## src/rtl/lcd_host_pkg.sv

```systemverilog
package lcd_host_pkg;

  typedef enum logic [3:0] {
    CMD_MODE     = 4'h0,
    CMD_PITCH    = 4'h1,
    CMD_HCOUNT   = 4'h2,
    CMD_TDIV     = 4'h3,
    CMD_CROW     = 4'h4,
    CMD_START_LO = 4'h8,
    CMD_START_HI = 4'h9,
    CMD_CUR_LO   = 4'hA,
    CMD_CUR_HI   = 4'hB,
    CMD_MEM_RD   = 4'hD
  } cmd_e;

  localparam logic [2:0] HPITCH_MIN  = 3'd5;
  localparam logic [2:0] HPITCH_RST  = 3'd5;

  typedef enum logic [1:0] {
    FT_IDLE = 2'd0,
    FT_REQ  = 2'd1,
    FT_WAIT = 2'd2
  } fetch_st_e;

endpackage

```

## src/rtl/hostif_bus_decode.sv

```systemverilog
module hostif_bus_decode (
  input  logic clk,
  input  logic rst_n,
  input  logic cs_n,
  input  logic rw,
  input  logic rs,
  input  logic en,
  output logic ev_cmd_wr,
  output logic ev_par_wr,
  output logic ev_dat_rd,
  output logic drive_en,
  output logic sel_status
);

  logic en_q;
  logic en_fall;

  always_ff @(posedge clk or negedge rst_n) begin
    if (!rst_n) en_q <= 1'b0;
    else        en_q <= en;
  end

  assign en_fall    = en_q & ~en;
  assign ev_cmd_wr  = en_fall & ~cs_n & ~rw &  rs;
  assign ev_par_wr  = en_fall & ~cs_n & ~rw & ~rs;
  assign ev_dat_rd  = en_fall & ~cs_n &  rw & ~rs;
  assign drive_en   = en & ~cs_n & rw;
  assign sel_status = rs;

endmodule

```

## src/rtl/hostif_busy_timer.sv

```systemverilog
module hostif_busy_timer #(
  parameter int unsigned CYCLES = 200
) (
  input  logic clk,
  input  logic rst_n,
  input  logic start,
  output logic busy_t
);

  localparam int unsigned CW = $clog2(CYCLES + 1);
  localparam logic [CW-1:0] LOADV = CW'(CYCLES);

  logic [CW-1:0] cnt;

  always_ff @(posedge clk or negedge rst_n) begin
    if (!rst_n)           cnt <= '0;
    else if (start)       cnt <= LOADV;
    else if (cnt != '0)   cnt <= cnt - 1'b1;
  end

  assign busy_t = (cnt != '0);

endmodule

```

## src/rtl/hostif_param_bank.sv

```systemverilog
module hostif_param_bank
  import lcd_host_pkg::*;
#(
  parameter int unsigned CNT_W = 7,
  parameter int unsigned ROW_W = 4
) (
  input  logic             clk,
  input  logic             rst_n,
  input  logic             wr,
  input  logic [3:0]       code,
  input  logic [7:0]       din,
  output logic             took,
  output logic [5:0]       mode,
  output logic [3:0]       pitch_v,
  output logic [2:0]       pitch_h,
  output logic [CNT_W-1:0] char_cnt,
  output logic [CNT_W-1:0] time_div,
  output logic [ROW_W-1:0] cursor_row,
  output logic [15:0]      start_addr,
  output logic             ld_mode,
  output logic             ld_pitch,
  output logic             ld_cnt,
  output logic             ld_div,
  output logic             ld_row,
  output logic             ld_start,
  output logic             cur_valid,
  input  logic             cur_ready,
  output logic             cur_hi,
  output logic [7:0]       cur_data,
  output logic             cur_pend
);

  logic code_ok;

  always_comb begin
    unique case (code)
      CMD_MODE, CMD_HCOUNT, CMD_TDIV, CMD_CROW,
      CMD_START_LO, CMD_START_HI, CMD_CUR_LO, CMD_CUR_HI: code_ok = 1'b1;
      CMD_PITCH: code_ok = (din[2:0] >= HPITCH_MIN);
      default:   code_ok = 1'b0;
    endcase
  end

  assign took = wr & code_ok;

  always_ff @(posedge clk or negedge rst_n) begin
    if (!rst_n) begin
      mode       <= '0;
      pitch_v    <= '0;
      pitch_h    <= HPITCH_RST;
      char_cnt   <= '0;
      time_div   <= '0;
      cursor_row <= '0;
      start_addr <= '0;
      ld_mode    <= 1'b0;
      ld_pitch   <= 1'b0;
      ld_cnt     <= 1'b0;
      ld_div     <= 1'b0;
      ld_row     <= 1'b0;
      ld_start   <= 1'b0;
    end else begin
      ld_mode  <= 1'b0;
      ld_pitch <= 1'b0;
      ld_cnt   <= 1'b0;
      ld_div   <= 1'b0;
      ld_row   <= 1'b0;
      ld_start <= 1'b0;
      if (took) begin
        unique case (code)
          CMD_MODE: begin
            mode    <= din[5:0];
            ld_mode <= 1'b1;
          end
          CMD_PITCH: begin
            pitch_v  <= din[7:4];
            pitch_h  <= din[2:0];
            ld_pitch <= 1'b1;
          end
          CMD_HCOUNT: begin
            char_cnt <= din[CNT_W-1:0];
            ld_cnt   <= 1'b1;
          end
          CMD_TDIV: begin
            time_div <= din[CNT_W-1:0];
            ld_div   <= 1'b1;
          end
          CMD_CROW: begin
            cursor_row <= din[ROW_W-1:0];
            ld_row     <= 1'b1;
          end
          CMD_START_LO: begin
            start_addr[7:0] <= din;
            ld_start        <= 1'b1;
          end
          CMD_START_HI: begin
            start_addr[15:8] <= din;
            ld_start         <= 1'b1;
          end
          default: ;
        endcase
      end
    end
  end

  // cursor byte handshake toward the cursor counter
  logic cur_go;
  assign cur_go = took & ((code == CMD_CUR_LO) | (code == CMD_CUR_HI));

  always_ff @(posedge clk or negedge rst_n) begin
    if (!rst_n) begin
      cur_valid <= 1'b0;
      cur_hi    <= 1'b0;
      cur_data  <= '0;
    end else if (cur_go) begin
      cur_valid <= 1'b1;
      cur_hi    <= (code == CMD_CUR_HI);
      cur_data  <= din;
    end else if (cur_valid && cur_ready) begin
      cur_valid <= 1'b0;
    end
  end

  assign cur_pend = cur_valid;

endmodule

```

## src/rtl/hostif_fetch.sv

```systemverilog
module hostif_fetch
  import lcd_host_pkg::*;
(
  input  logic       clk,
  input  logic       rst_n,
  input  logic       trig,
  output logic       fetch_valid,
  input  logic       fetch_ready,
  input  logic       rsp_valid,
  input  logic [7:0] rsp_data,
  output logic [7:0] rdbuf,
  output logic       pend
);

  fetch_st_e st;

  always_ff @(posedge clk or negedge rst_n) begin
    if (!rst_n) begin
      st    <= FT_IDLE;
      rdbuf <= '0;
    end else begin
      unique case (st)
        FT_IDLE: if (trig) st <= FT_REQ;
        FT_REQ:  if (fetch_ready) st <= FT_WAIT;
        FT_WAIT: if (rsp_valid) begin
          rdbuf <= rsp_data;
          st    <= FT_IDLE;
        end
        default: st <= FT_IDLE;
      endcase
    end
  end

  assign fetch_valid = (st == FT_REQ);
  assign pend        = (st != FT_IDLE);

endmodule

```

## src/rtl/lcd_host_if.sv

```systemverilog
module lcd_host_if
  import lcd_host_pkg::*;
#(
  parameter int unsigned BUSY_CYCLES = 200,
  parameter int unsigned CNT_W       = 7,
  parameter int unsigned ROW_W       = 4
) (
  input  logic             clk,
  input  logic             rst_n,
  input  logic             host_cs_n,
  input  logic             host_rw,
  input  logic             host_rs,
  input  logic             host_en,
  input  logic [7:0]       host_din,
  output logic [7:0]       host_dout,
  output logic             host_doe,
  output logic             disp_on,
  output logic             master_sel,
  output logic [1:0]       cursor_mode,
  output logic             graphic_sel,
  output logic             ext_cg_sel,
  output logic [3:0]       pitch_v,
  output logic [2:0]       pitch_h,
  output logic [CNT_W-1:0] char_cnt,
  output logic [CNT_W-1:0] time_div,
  output logic [ROW_W-1:0] cursor_row,
  output logic [15:0]      start_addr,
  output logic             ld_mode,
  output logic             ld_pitch,
  output logic             ld_cnt,
  output logic             ld_div,
  output logic             ld_row,
  output logic             ld_start,
  output logic             cur_valid,
  input  logic             cur_ready,
  output logic             cur_hi,
  output logic [7:0]       cur_data,
  output logic             fetch_valid,
  input  logic             fetch_ready,
  input  logic             fetch_rsp_valid,
  input  logic [7:0]       fetch_rsp_data
);

  logic       ev_cmd_wr, ev_par_wr, ev_dat_rd, sel_status;
  logic       busy, busy_t, cur_pend, fetch_pend, took;
  logic [3:0] cmd_q;
  logic [5:0] mode;
  logic [7:0] rdbuf;

  hostif_bus_decode u_dec (
    .clk        (clk),
    .rst_n      (rst_n),
    .cs_n       (host_cs_n),
    .rw         (host_rw),
    .rs         (host_rs),
    .en         (host_en),
    .ev_cmd_wr  (ev_cmd_wr),
    .ev_par_wr  (ev_par_wr),
    .ev_dat_rd  (ev_dat_rd),
    .drive_en   (host_doe),
    .sel_status (sel_status)
  );

  assign busy = busy_t | cur_pend | fetch_pend;

  always_ff @(posedge clk or negedge rst_n) begin
    if (!rst_n)                 cmd_q <= CMD_MODE;
    else if (ev_cmd_wr && !busy) cmd_q <= host_din[3:0];
  end

  hostif_param_bank #(.CNT_W(CNT_W), .ROW_W(ROW_W)) u_bank (
    .clk        (clk),
    .rst_n      (rst_n),
    .wr         (ev_par_wr & ~busy),
    .code       (cmd_q),
    .din        (host_din),
    .took       (took),
    .mode       (mode),
    .pitch_v    (pitch_v),
    .pitch_h    (pitch_h),
    .char_cnt   (char_cnt),
    .time_div   (time_div),
    .cursor_row (cursor_row),
    .start_addr (start_addr),
    .ld_mode    (ld_mode),
    .ld_pitch   (ld_pitch),
    .ld_cnt     (ld_cnt),
    .ld_div     (ld_div),
    .ld_row     (ld_row),
    .ld_start   (ld_start),
    .cur_valid  (cur_valid),
    .cur_ready  (cur_ready),
    .cur_hi     (cur_hi),
    .cur_data   (cur_data),
    .cur_pend   (cur_pend)
  );

  hostif_busy_timer #(.CYCLES(BUSY_CYCLES)) u_busy (
    .clk    (clk),
    .rst_n  (rst_n),
    .start  (took),
    .busy_t (busy_t)
  );

  hostif_fetch u_fetch (
    .clk         (clk),
    .rst_n       (rst_n),
    .trig        (ev_dat_rd & ~busy & (cmd_q == CMD_MEM_RD)),
    .fetch_valid (fetch_valid),
    .fetch_ready (fetch_ready),
    .rsp_valid   (fetch_rsp_valid),
    .rsp_data    (fetch_rsp_data),
    .rdbuf       (rdbuf),
    .pend        (fetch_pend)
  );

  assign disp_on     = mode[5];
  assign master_sel  = mode[4];
  assign cursor_mode = mode[3:2];
  assign graphic_sel = mode[1];
  assign ext_cg_sel  = mode[0];

  assign host_dout = sel_status ? {busy, 7'b0} : rdbuf;

endmodule

```

## config.mk

```make
export PLATFORM = sky130hd
export DESIGN_NAME = lcd_host_if
export DESIGN_NICKNAME = d
export VERILOG_FILES = /design/src/rtl/lcd_host_pkg.sv /design/src/rtl/hostif_bus_decode.sv /design/src/rtl/hostif_busy_timer.sv /design/src/rtl/hostif_param_bank.sv /design/src/rtl/hostif_fetch.sv /design/src/rtl/lcd_host_if.sv
export SDC_FILE = /design/constraint.sdc
export NUM_CORES = 1
export LEC_CHECK = 0
export BUFFER_PORTS_ARGS = -buffer_cell sky130_fd_sc_hd__buf_4
export CORE_UTILIZATION = 47
export DETAILED_ROUTE_END_ITERATION = 10
export PLACE_DENSITY_LB_ADDON = 0.12
export REMOVE_ABC_BUFFERS = 1
export SYNTH_ARGS = -nofsm -noshare
export SYNTH_HDL_FRONTEND = slang
export SYNTH_HIERARCHICAL = 1
export SYNTH_SLANG_ARGS = --single-unit
```

## constraint.sdc

```tcl
create_clock -name clk -period 2.8 [get_ports clk]
set_input_delay 0.14 -clock clk [delete_from_list [all_inputs] [get_ports clk]]
set_output_delay 0.14 -clock clk [all_outputs]
set_load 0.02 [all_outputs]
```

==> out/results.ini <==
[run_status]
status = complete, but fails checks
violations = hold timing

[sta]
fin_skew_ps = 16.5
fin_crit_ps = 2650
setup_viol = 0
fin_hold_ws_ps = -45.6
hold_viol_final = 22
drv_slew = 0
fin_setup_tns_ps = 0
relSlewSlack_pct = 27.7
rsz0062_at_grt = no
postLayoutSetupSlackWorst_ps = 150
finalCritPeriodShare_pct = 94.6
tightestPinTransition_ps = 1080
fmax_mhz = 377

[finish]
antenna_cells = 0
area_growth_pct = 32.0
post-route-cell-area_mm2 = 0.00481
drive_gt1_share_pct = 56.9
fin_nets = 393
final_cell_count_no_fill = 470

[cts]
clock_path_buffers = 2
cts_tree = done
cts_root_buf = clkbuf_8
clkSlewWorstSetupHoldPaths_ps = 80
cts-htree-levels = 3
cts_num_sinks = 86
cts_buffers = 9
insertion_delay_ps = 350

[hold_path]
hp-class = in2async

[place]
dpl.hpwl_um = 4910
routabilityCongestion = 0.819
dpl_cell_area_mm2 = 0.00451
dpl.cell_count = 446
portBuffers = 97
place_ws_ps = -39.8

[grt]
grt_pass1_wl_um = 12300
grt_overflow = 0
grt_antenna_before_repair = 0
grt_max_degree = 87
grt_pass1_vias = 2433
grt_usage_pct = 19.3

[drt]
wire_per_inst_um = 15.7
viasPerCell = 5.13
drt_iter0_markers = 132
wl_um = 7380
firstDrtPassIters = 4
drc = 0
ant_nets = 0
vias = 2412

[power]
peakVddDrop_v = 0.000315
power_density_mw_per_mm2 = 463
internal-power_mw = 1.74
p_sw_share_pct = 21.9
combPwrFrac_pct = 3.6
p_sw_uw = 487
power_leakage_nw = 2.58
total_power_mw = 2.23
p_clk_share_pct = 40.6
pwr-share-seq_pct = 55.8

[floorplanning]
dieWidth_um = 90.0
die-area_mm2 = 0.00811
die_y_um = 90.0
io_pins = 98
core_region_area_mm2 = 0.00737
start_util_pct = 49.4
std_cell_rows = 31

[synth]
synth.cell_area_mm2 = 0.00364
netlist.area_leader.share_pct = 57.7
syn_area_per_cell_um2 = 14.6
yosysTopAreaCell = dfrtp_1
ys_seq_area_share_pct = 59.1
syn_inst = 249
synth_area_leaders = dfrtp_1 58%, mux2_2 19%, mux2_1 1.9%
yosysUniqueCellTypes = 53
ys_ff_latch = 86
ys_warn_count = 6

[worst_setup_path]
startpoint_type = flop
critPathMaxFanout = 8
critPathMaxStageDelay_ps = 400
cpMaxStageDelayCell = dfrtp_1
worstRegToRegCells = 11
crit_chain = inv_1 > ha_1 > or3b_1 > nor2_2 > inv_2 > nor3_4 > and2_4 > buf_4 > and2b_1 > nand3_2 > mux2_2
path_class = reg2reg
cp.arrival_ps = 2880
worstPathRequired_ps = 3030
end_kind = flop

[flow_run]
drv_cap = 0

metrics by stage:
stage | hold slack, ps | util (%)
final | -45.6 | 65.3
after global routing | 8.69 | 65.3
after CTS | 5.80 | 64.7
after detailed placement | 269 | 61.2
after global placement | 266 | 61.2
after floorplan | -156 | -
cell families after synthesis:
group / after synthesis / synth area share, %
AOI/OAI and AO/OA: 21 / 3.81
DFF: 86 / 59.1
adders and majority gates: 2 / 0.687
and+or+nand+nor: 56 / 13.2
buffers and inverters: 16 / 2.20
muxes: 68 / 21.0
what timing repair did:
| item | in CTS | in global routing |
|---|---|---|
| hold endpoints to repair | 3 | 0 |
| hold buffers | 3 | 0 |
| endpoints found under the setup margin | 10 | 51 |
| pin swaps | 1 | 1 |
| setup buffers | 3 | 2 |
| gates resized for setup | 0 | 5 |
cells in the mapped netlist (all sizes together):
cell type and instances:
inv 9, and3 1, or3 2, dfrtp 84, or3b 1, a211o 1
nor4 2, mux2 67, or2 3, o21a 1, and3b 2, nor3b 4
and4b 1, nand2b 3, or4 3, nor2b 8, dfstp 2, ha 2
o211ai 1, a21o 1, nor4b 3, nand3b 3, nand3 5, a21oi 7
nor2 7, and4bb 1, mux2i 1, and2b 2, a211oi 2, buf 7
a2111oi 1, nand2 1, nor3 3, o21ai 6, and2 1, o31ai 1
layout by cell type (no fill, tap or decap), types with 3 or more instances in the layout:
master,Yosys,final
nor2b_1,8,8
inv_1,8,8
nor2_1,6,6
mux2_2,61,61
dfrtp_1,84,84
o21ai_0,5,5
a21oi_1,7,7
dlygate4sd3_1,0,3
buf_4,5,109
clkbuf_8,0,11
mux2_1,6,6
worst paths after layout:
kind	to	slack (ps)	startpoint
worst min register to register	u_bank/pitch_v[1]	500	u_bank/pitch_v[1]
worst min-delay path	u_busy/cnt[5]	-50	rst_n
max in group asynchronous	u_fetch/rdbuf[3]	2110	rst_n
min in group clk	u_fetch/rdbuf[0]	20	fetch_rsp_data[0]
worst max register to register	u_bank/start_addr[3]	150	u_busy/cnt[0]
worst max-delay path	u_bank/start_addr[3]	150	u_busy/cnt[0]
power by group through the flow:
stage	registers [mW]	logic [mW]	clock network, mW
2_1_floorplan	1.27	0.00938	0
3_3_place_gp	1.27	0.0802	0
3_5_place_dp	1.27	0.0801	0
4_1_cts	1.24	0.0838	0.918
5_1_grt	1.24	0.0914	0.974
6_report	1.24	0.0807	0.903
layer usage:
| metal | track usage (%) | share of wire [%] | wire (µm) |
|---|---|---|---|
| met5 | 0 | 0 | 0 |
| met4 | 5.24 | 1.0 | 74 |
| met3 | 5.16 | 5.5 | 403 |
| met2 | 30.9 | 48 | 3530 |
| met1 | 25.9 | 46 | 3370 |
worst max-delay path: cells and delay by family (launching register included):
kind                     cells  cell delay (ps)
multiplexers                 1              370
buffers and inverters        3              280
AND/OR/NAND/NOR              6             1320
adder cells (fa/ha/maj)      1              170
flip-flops                   1              400
cell type report:
cell class / count / area [µm²]
clock buffer: 12 / 155
fill: 593 / 2560
timing repair buffer: 113 / 860
sequential: 86 / 2150
multi-input combinational: 147 / 1430
clock inverter: 4 / 52.6
inverter: 9 / 33.8
tap: 99 / 124
state kept, by name, summed over array words and instances, names as in the netlist, 2 cells and up:
signal	count
u_bank/pitch_v	4
u_fetch/st	2
cmd_q	4
u_bank/cur_data	8
u_bank/time_div	7
u_bank/mode	6
u_fetch/rdbuf	8
u_bank/start_addr	16
u_bank/cursor_row	4
u_bank/pitch_h	3
u_bank/char_cnt	7
u_busy/cnt	8
No activity file was read; power rests on OpenSTA's default activity.
